==> config.mk <==
export PLATFORM = sky130hd
export DESIGN_NAME = keyed_ctrl_regs
export DESIGN_NICKNAME = d
export VERILOG_FILES = /design/src/rtl/keyed_regs_pkg.sv /design/src/rtl/prot_reg.sv /design/src/rtl/bkp_cmd_reg.sv /design/src/rtl/irq_bank.sv /design/src/rtl/keyed_ctrl_regs.sv
export SDC_FILE = /design/constraint.sdc
export NUM_CORES = 1
export LEC_CHECK = 0
export ABC_CLOCK_PERIOD_IN_PS = 2100
export BUFFER_PORTS_ARGS = -buffer_cell sky130_fd_sc_hd__buf_2
export CELL_PAD_IN_SITES_DETAIL_PLACEMENT = 0
export CELL_PAD_IN_SITES_GLOBAL_PLACEMENT = 1
export CORE_MARGIN = 10
export CORE_UTILIZATION = 33
export CTS_CLUSTER_DIAMETER = 80
export DETAILED_ROUTE_END_ITERATION = 8
export GPL_ROUTABILITY_DRIVEN = 0
export PLACE_DENSITY_LB_ADDON = 0.1
export SYNTH_ARGS = -nofsm -noshare
export SYNTH_HDL_FRONTEND = slang
export SYNTH_SLANG_ARGS = --single-unit
==> constraint.sdc <==
create_clock -name clk_i -period 2.1 [get_ports clk_i]
set_input_delay 0.315 -clock clk_i [delete_from_list [all_inputs] [get_ports clk_i]]
set_output_delay 0.315 -clock clk_i [all_outputs]
set_load 0.01 [all_outputs]
==> src/rtl/keyed_regs_pkg.sv <==
package keyed_regs_pkg;
  localparam int unsigned DW      = 8;
  localparam int unsigned AW      = 2;
  localparam int unsigned NREQ    = 3;

  localparam logic [AW-1:0] A_PROT = 2'd0;
  localparam logic [AW-1:0] A_CMD  = 2'd1;
  localparam logic [AW-1:0] A_STAT = 2'd2;
  localparam logic [AW-1:0] A_MASK = 2'd3;

  localparam logic [4:0] PROT_KEY = 5'h0B;
  localparam logic [3:0] CMD_KEY  = 4'hA;

  localparam int unsigned VIOL_BIT = 2;
  localparam logic [DW-1:0] RSVD_BITS = 8'h08;

  typedef enum logic [3:0] {
    BK_IDLE   = 4'd0,
    BK_SAVE   = 4'd1,
    BK_ULOAD  = 4'd2,
    BK_FLOAD  = 4'd3
  } bkp_cmd_e;
endpackage

==> src/rtl/prot_reg.sv <==
module prot_reg
  import keyed_regs_pkg::*;
(
  input  logic       clk_i,
  input  logic       rst_ni,
  input  logic       wr_i,
  input  logic [4:0] key_i,
  input  logic [1:0] bits_i,
  input  logic       store_wr_i,
  input  logic       store_info_i,
  output logic [1:0] prot_o,
  output logic       viol_o
);
  logic [1:0] prot_q;
  logic       key_ok;

  assign key_ok = (key_i == PROT_KEY);

  always_ff @(posedge clk_i or negedge rst_ni) begin
    if (!rst_ni)            prot_q <= '0;
    else if (wr_i && key_ok) prot_q <= bits_i;
  end

  // bit0 covers everything, bit1 only the board-info region
  assign viol_o = store_wr_i & (prot_q[0] | (prot_q[1] & store_info_i));
  assign prot_o = prot_q;

  a_r4_bad_key_hold: assert property (@(posedge clk_i) disable iff (!rst_ni)
    (wr_i && !key_ok) |=> $stable(prot_q));
endmodule

==> src/rtl/bkp_cmd_reg.sv <==
module bkp_cmd_reg
  import keyed_regs_pkg::*;
(
  input  logic       clk_i,
  input  logic       rst_ni,
  input  logic       wr_i,
  input  logic [7:0] wdata_i,
  input  logic       done_i,
  output bkp_cmd_e   cmd_o
);
  bkp_cmd_e cmd_q;
  logic     busy;
  logic     code_ok;

  assign busy    = (cmd_q != BK_IDLE);
  assign code_ok = (wdata_i[3:0] == BK_SAVE) || (wdata_i[3:0] == BK_ULOAD) ||
                   (wdata_i[3:0] == BK_FLOAD);

  always_ff @(posedge clk_i or negedge rst_ni) begin
    if (!rst_ni) cmd_q <= BK_IDLE;
    else if (busy) begin
      if (done_i) cmd_q <= BK_IDLE;
    end else if (wr_i && wdata_i[7:4] == CMD_KEY && code_ok) begin
      cmd_q <= bkp_cmd_e'(wdata_i[3:0]);
    end
  end

  assign cmd_o = cmd_q;

  a_r7_busy_drop: assert property (@(posedge clk_i) disable iff (!rst_ni)
    (busy && !done_i) |=> $stable(cmd_q));
  a_r8_done_clears: assert property (@(posedge clk_i) disable iff (!rst_ni)
    (busy && done_i) |=> (cmd_q == BK_IDLE));
endmodule

==> src/rtl/irq_bank.sv <==
module irq_bank #(
  parameter int unsigned W = 8,
  parameter logic [W-1:0] RSVD = '0
) (
  input  logic         clk_i,
  input  logic         rst_ni,
  input  logic [W-1:0] evt_i,
  input  logic         wr_stat_i,
  input  logic         wr_mask_i,
  input  logic [W-1:0] wdata_i,
  output logic [W-1:0] stat_o,
  output logic [W-1:0] mask_o,
  output logic         irq_no
);
  logic [W-1:0] stat_q, mask_q;

  for (genvar i = 0; i < W; i++) begin : g_bit
    if (RSVD[i]) begin : g_rsvd
      assign stat_q[i] = 1'b0;
      assign mask_q[i] = 1'b0;
    end else begin : g_live
      logic s_q, m_q;
      always_ff @(posedge clk_i or negedge rst_ni) begin
        if (!rst_ni) begin
          s_q <= 1'b0;
          m_q <= 1'b0;
        end else begin
          // set beats write-one-to-clear
          if (evt_i[i])                    s_q <= 1'b1;
          else if (wr_stat_i && wdata_i[i]) s_q <= 1'b0;
          if (wr_mask_i) m_q <= wdata_i[i];
        end
      end
      assign stat_q[i] = s_q;
      assign mask_q[i] = m_q;

      a_r9_set_wins: assert property (@(posedge clk_i) disable iff (!rst_ni)
        evt_i[i] |=> stat_q[i]);
    end
  end

  assign irq_no = ~|(stat_q & mask_q);
  assign stat_o = stat_q;
  assign mask_o = mask_q;
endmodule

==> src/rtl/keyed_ctrl_regs.sv <==
module keyed_ctrl_regs
  import keyed_regs_pkg::*;
(
  input  logic          clk_i,
  input  logic          rst_ni,
  input  logic          wr_en_i,
  input  logic [AW-1:0] addr_i,
  input  logic [DW-1:0] wdata_i,
  output logic [DW-1:0] rdata_o,
  input  logic          store_wr_i,
  input  logic          store_info_i,
  input  logic [DW-1:0] evt_i,
  input  logic          bkp_done_i,
  output logic [NREQ-1:0] bkp_req_o,
  output logic          irq_no
);
  logic [1:0]    prot;
  logic          viol;
  bkp_cmd_e      cmd;
  logic [DW-1:0] stat, mask, evt_all;

  prot_reg u_prot (
    .clk_i, .rst_ni,
    .wr_i        (wr_en_i && addr_i == A_PROT),
    .key_i       (wdata_i[7:3]),
    .bits_i      (wdata_i[1:0]),
    .store_wr_i,
    .store_info_i,
    .prot_o      (prot),
    .viol_o      (viol)
  );

  bkp_cmd_reg u_bkp (
    .clk_i, .rst_ni,
    .wr_i    (wr_en_i && addr_i == A_CMD),
    .wdata_i,
    .done_i  (bkp_done_i),
    .cmd_o   (cmd)
  );

  always_comb begin
    evt_all = evt_i;
    evt_all[VIOL_BIT] = evt_i[VIOL_BIT] | viol;
  end

  irq_bank #(.W(DW), .RSVD(RSVD_BITS)) u_irq (
    .clk_i, .rst_ni,
    .evt_i     (evt_all),
    .wr_stat_i (wr_en_i && addr_i == A_STAT),
    .wr_mask_i (wr_en_i && addr_i == A_MASK),
    .wdata_i,
    .stat_o    (stat),
    .mask_o    (mask),
    .irq_no
  );

  for (genvar k = 0; k < NREQ; k++) begin : g_req
    assign bkp_req_o[k] = (cmd == bkp_cmd_e'(k + 1));
  end

  always_comb begin
    case (addr_i)
      A_PROT:  rdata_o = {6'b0, prot};
      A_CMD:   rdata_o = (cmd == BK_IDLE) ? 8'h00 : {CMD_KEY, 4'(cmd)};
      A_STAT:  rdata_o = stat;
      default: rdata_o = mask;
    endcase
  end

  a_r5_viol_sets: assert property (@(posedge clk_i) disable iff (!rst_ni)
    viol |=> stat[VIOL_BIT]);
  a_r6_req_onehot: assert property (@(posedge clk_i) disable iff (!rst_ni)
    $onehot0(bkp_req_o));
endmodule

==> results.rst <==
.. list-table::
   :header-rows: 1

   * - Metric
     - Value
   * - Run status
     - finished clean
   * - Fraction of layout cells with a size suffix above 1
     - a little under half
   * - Setup repair after global routing missed its margin
     - no
   * - Via count
     - 800
   * - Fraction of post-synthesis cell area in the top cell type by area
     - approximately 48%
   * - Gr ovfl total
     - 0
   * - Gr busiest metal
     - met1
   * - Height of the die
     - around 76 µm
   * - Global Route met2 Usage
     - about an eighth
   * - DR iter-0 viols
     - 16
   * - Buffers inserted during post-CTS setup optimization
     - 0
   * - Final number of max-transition violations
     - 0
   * - DIE WIDTH
     - approximately 76 µm
   * - Static Leak
     - 0.620 nW
   * - Initial standard-cell utilization of the core
     - 34.4%
   * - Power density normalized to cell area
     - about 630 mW/mm²
   * - Pin count of the biggest net entering global routing
     - 21
   * - CORE AREA
     - 0.00303 mm²
   * - Final-layout fill cell count
     - ~310
   * - Cell count of the worst reg-to-reg path
     - 2
   * - Most common flop cell mapped by yosys
     - dfrtp_1
   * - Cells taking the most area after synthesis
     - dfrtp_1, mux2_2, a21o_1
   * - Met1 Track Usage GR
     - a little over an eighth
   * - Worst slew margin relative to its limit
     - between 60% and 70%
   * - Count of antenna-violating nets left after detailed routing
     - 0
   * - Vias in the first global route
     - 893
   * - Sequential standard cell area
     - between 500 and 600 µm²
   * - TritonCTS clock tree
     - built
   * - Final count of negative-setup-slack endpoints
     - 0
   * - Number of enable-type register cells in the synthesized netlist
     - 0
   * - Fraction of registers with async set/reset
     - 100%
   * - Post-synthesis average cell area
     - approximately 12 µm²
   * - Final wirelength
     - roughly 2.7 mm
   * - Aggregate global-route resource usage
     - 9.55%
   * - Sum of negative setup slack
     - 0 ns
   * - Number of unique standard cell types used by synthesis
     - 26
   * - Critical path data arrival time
     - ~1.6 ns
   * - Post-synthesis register bit count
     - 20
   * - Count of standard-cell rows
     - 20
   * - Worst setup EP type
     - output pin
   * - Die Footprint
     - 0.00580 mm²
   * - Clock buffer count from CTS
     - 3
   * - Number of antenna violations at the first check in global routing
     - 0
   * - Type of the worst setup path
     - flop to output pin
   * - Synthesized area
     - 0.00104 mm²
   * - Worst flop-to-flop path endpoint
     - u_bkp.cmd_o[1]$_DFFE_PN0P_
   * - Reg-to-reg setup timing slack
     - around 0.98 ns
   * - Nets
     - around 150
   * - HPWL Detailed
     - roughly 2.1 mm
   * - First-pass iteration count of the detailed router
     - 4
   * - Final Non-Filler Cells
     - between 150 and 200
   * - H-tree depth reported by CTS
     - 1
   * - Remaining design rule violation count
     - 0
   * - Antenna Diode Count
     - 0
   * - Clk buf depth
     - 2
   * - Required arrival time at the worst endpoint
     - between 1.5 and 2 ns
   * - Clock skew after layout
     - roughly 0.007 ns
   * - Vias per inst
     - slightly below 5
   * - Clock latency on the worst-skew pair
     - 0.30 ns
   * - Cell accounting for the most synthesized area
     - dfrtp_1
   * - Instance count after placement with tap cells included
     - ~160
   * - Total number of clock tree sinks
     - 20
   * - Origin of the worst setup path
     - u_bkp.cmd_o[2]$_DFFE_PN0P_
   * - Ports
     - 36
   * - First-pass GRT wire length
     - about 4.6 mm
   * - Worst reg2reg path startpoint
     - u_bkp.cmd_o[2]$_DFFE_PN0P_
   * - Area of combinational cells with multiple inputs
     - 528 µm²
   * - Warnings from Yosys
     - 0
   * - Slew at the pin closest to its max-slew limit
     - approximately 0.47 ns
   * - Syn nets
     - 108
   * - Final critical path time including I/O delays and setup
     - roughly 1.9 ns
   * - Period Utilization, post-route
     - about nine tenths
   * - Critical Path Source Type
     - flop
   * - Area grow syn2layout
     - 24.9%
   * - Clock transition time at the flip-flop clock pins of the worst setup and hold paths
     - around 0.12 ns
   * - CTS root buffer
     - clkbuf_4
   * - Wire per inst
     - about 16 µm
   * - Met3 GRT Util
     - just over 3%
   * - Count of endpoints failing hold in the final timing report
     - 0
   * - Max Clk Rate
     - between 500 and 600 MHz
   * - Cell count after synthesis
     - 84
   * - Hold Path Class
     - input pin to flop
   * - Max_cap viols
     - 0
   * - Worst voltage drop across the vdd grid
     - between 200 and 250 µV
   * - Critical path capture point
     - rdata_o[5]
   * - Sequential fraction of the synthesis area
     - approximately 48%
   * - # port buffers
     - 34
   * - Maximum fanout along the worst path
     - 6
[cell type report]
type	instances	area share, %
Tap cell	44	4.23
Sequential cell	20	38.5
Timing Repair Buffer	35	13.9
Multi-Input combinational cell	61	40.6
Clock buffer	4	2.79
[worst min path at each step]
stage | from | end | slack [ns] | cells after the start
2_1_floorplan | rst_ni | u_bkp.cmd_o[0]$_DFFE_PN0P_ | 0.02 | 0
3_3_place_gp | rst_ni | u_bkp.cmd_o[3]$_DFFE_PN0P_ | 0.30 | 1
3_5_place_dp | rst_ni | u_bkp.cmd_o[3]$_DFFE_PN0P_ | 0.30 | 1
4_1_cts | evt_i[0] | u_irq.g_bit[0].g_live.s_q$_DFFE_PN0P_ | 0.17 | 2
5_1_grt | evt_i[0] | u_irq.g_bit[0].g_live.s_q$_DFFE_PN0P_ | 0.16 | 2
6_report | evt_i[5] | u_irq.g_bit[5].g_live.s_q$_DFFE_PN0P_ | 0.18 | 2
[metrics by stage]
step | hold slack, ns | total power, W | util [%] | instance area [µm²] | worst slack (ns)
6_report | 0.182 | 0.000821 | 42.9 | 1300 | 0.203
5_1_grt | 0.163 | 0.000881 | 42.9 | 1300 | 0.0981
4_1_cts | 0.172 | 0.000838 | 42.7 | 1290 | 0.0739
3_5_place_dp | 0.296 | 0.000606 | 41.2 | 1250 | 0.434
3_3_place_gp | 0.299 | 0.000604 | 41.2 | 1250 | 0.435
2_1_floorplan | 0.0194 | 0.000538 | - | 1040 | 0.695
[logic make-up after synthesis]
kind of cell           Yosys count  synth area share [%]
AOI/OAI and AO/OA               16                  12.6
buffers and inverters            3                  1.80
DFF                             20                  48.1
muxes                           16                  19.2
and+or+nand+nor                 29                  18.3
[flip-flops by register name, summed over array words and instances, names as in the netlist]
name and flops:
u_bkp.cmd_o 4, u_prot.prot_o 2, u_irq.g_bit.g_live.m_q 7, u_irq.g_bit.g_live.s_q 7
[routing by layer]
layer / part of all wire (%) / wire length, µm
met5: 0 / 0
met3: 6.0 / 161
met1: 51 / 1380
met4: 0.48 / 13
met2: 42 / 1130
[worst max-delay path, cell delays in order (launching register included)]
cell and delay (ns):
dfrtp_1 0.46, nor4_2 0.39, nor2b_1 0.13, a21o_1 0.17, buf_2 0.13
[cells in the mapped netlist, drive strengths merged (2+ instances only)]
cell type / number
a21o: 9
a22oi: 2
a41o: 2
and2b: 2
buf: 2
dfrtp: 20
mux2: 12
mux2i: 2
mux4: 2
nand2: 8
nor2b: 7
nor4b: 3
[report_power, final]
| part | switching (W) | internal [W] |
|---|---|---|
| combinational | 0.0000680 | 0.0000851 |
| clock | 0.000118 | 0.000106 |
| sequential | 0.0000255 | 0.000418 |
| total | 0.000211 | 0.000609 |
[repair_timing]
action,in CTS,in global routing
setup endpoints to repair,0,2
resized for setup,0,1
hold buffers,1,0
hold endpoints to repair,20,0
[cell usage in the layout, fill, tap and decap left out]
master | Yosys | final
nor2b_1 | 7 | 7
nor4bb_1 | 1 | 1
a21o_1 | 9 | 9
a222oi_1 | 1 | 1
mux2i_1 | 2 | 2
nand2_1 | 8 | 8
clkbuf_8 | 0 | 1
and3b_1 | 1 | 1
buf_2 | 0 | 34
nor3_2 | 1 | 1
a41o_1 | 2 | 2
nor4b_2 | 1 | 1
clkbuf_4 | 0 | 3
dfrtp_1 | 20 | 20
and2_1 | 1 | 1
nor4_2 | 0 | 1
and3_1 | 1 | 1
and2b_1 | 2 | 2
a22oi_1 | 2 | 2
dlygate4sd3_1 | 0 | 1
nor4b_1 | 2 | 2
nand3_1 | 1 | 1
nand4_1 | 1 | 1
mux2_2 | 12 | 12
a221o_1 | 1 | 1
a22o_1 | 1 | 1
or4b_1 | 1 | 1
mux4_2 | 2 | 2
(Power assumes the default switching activity.)
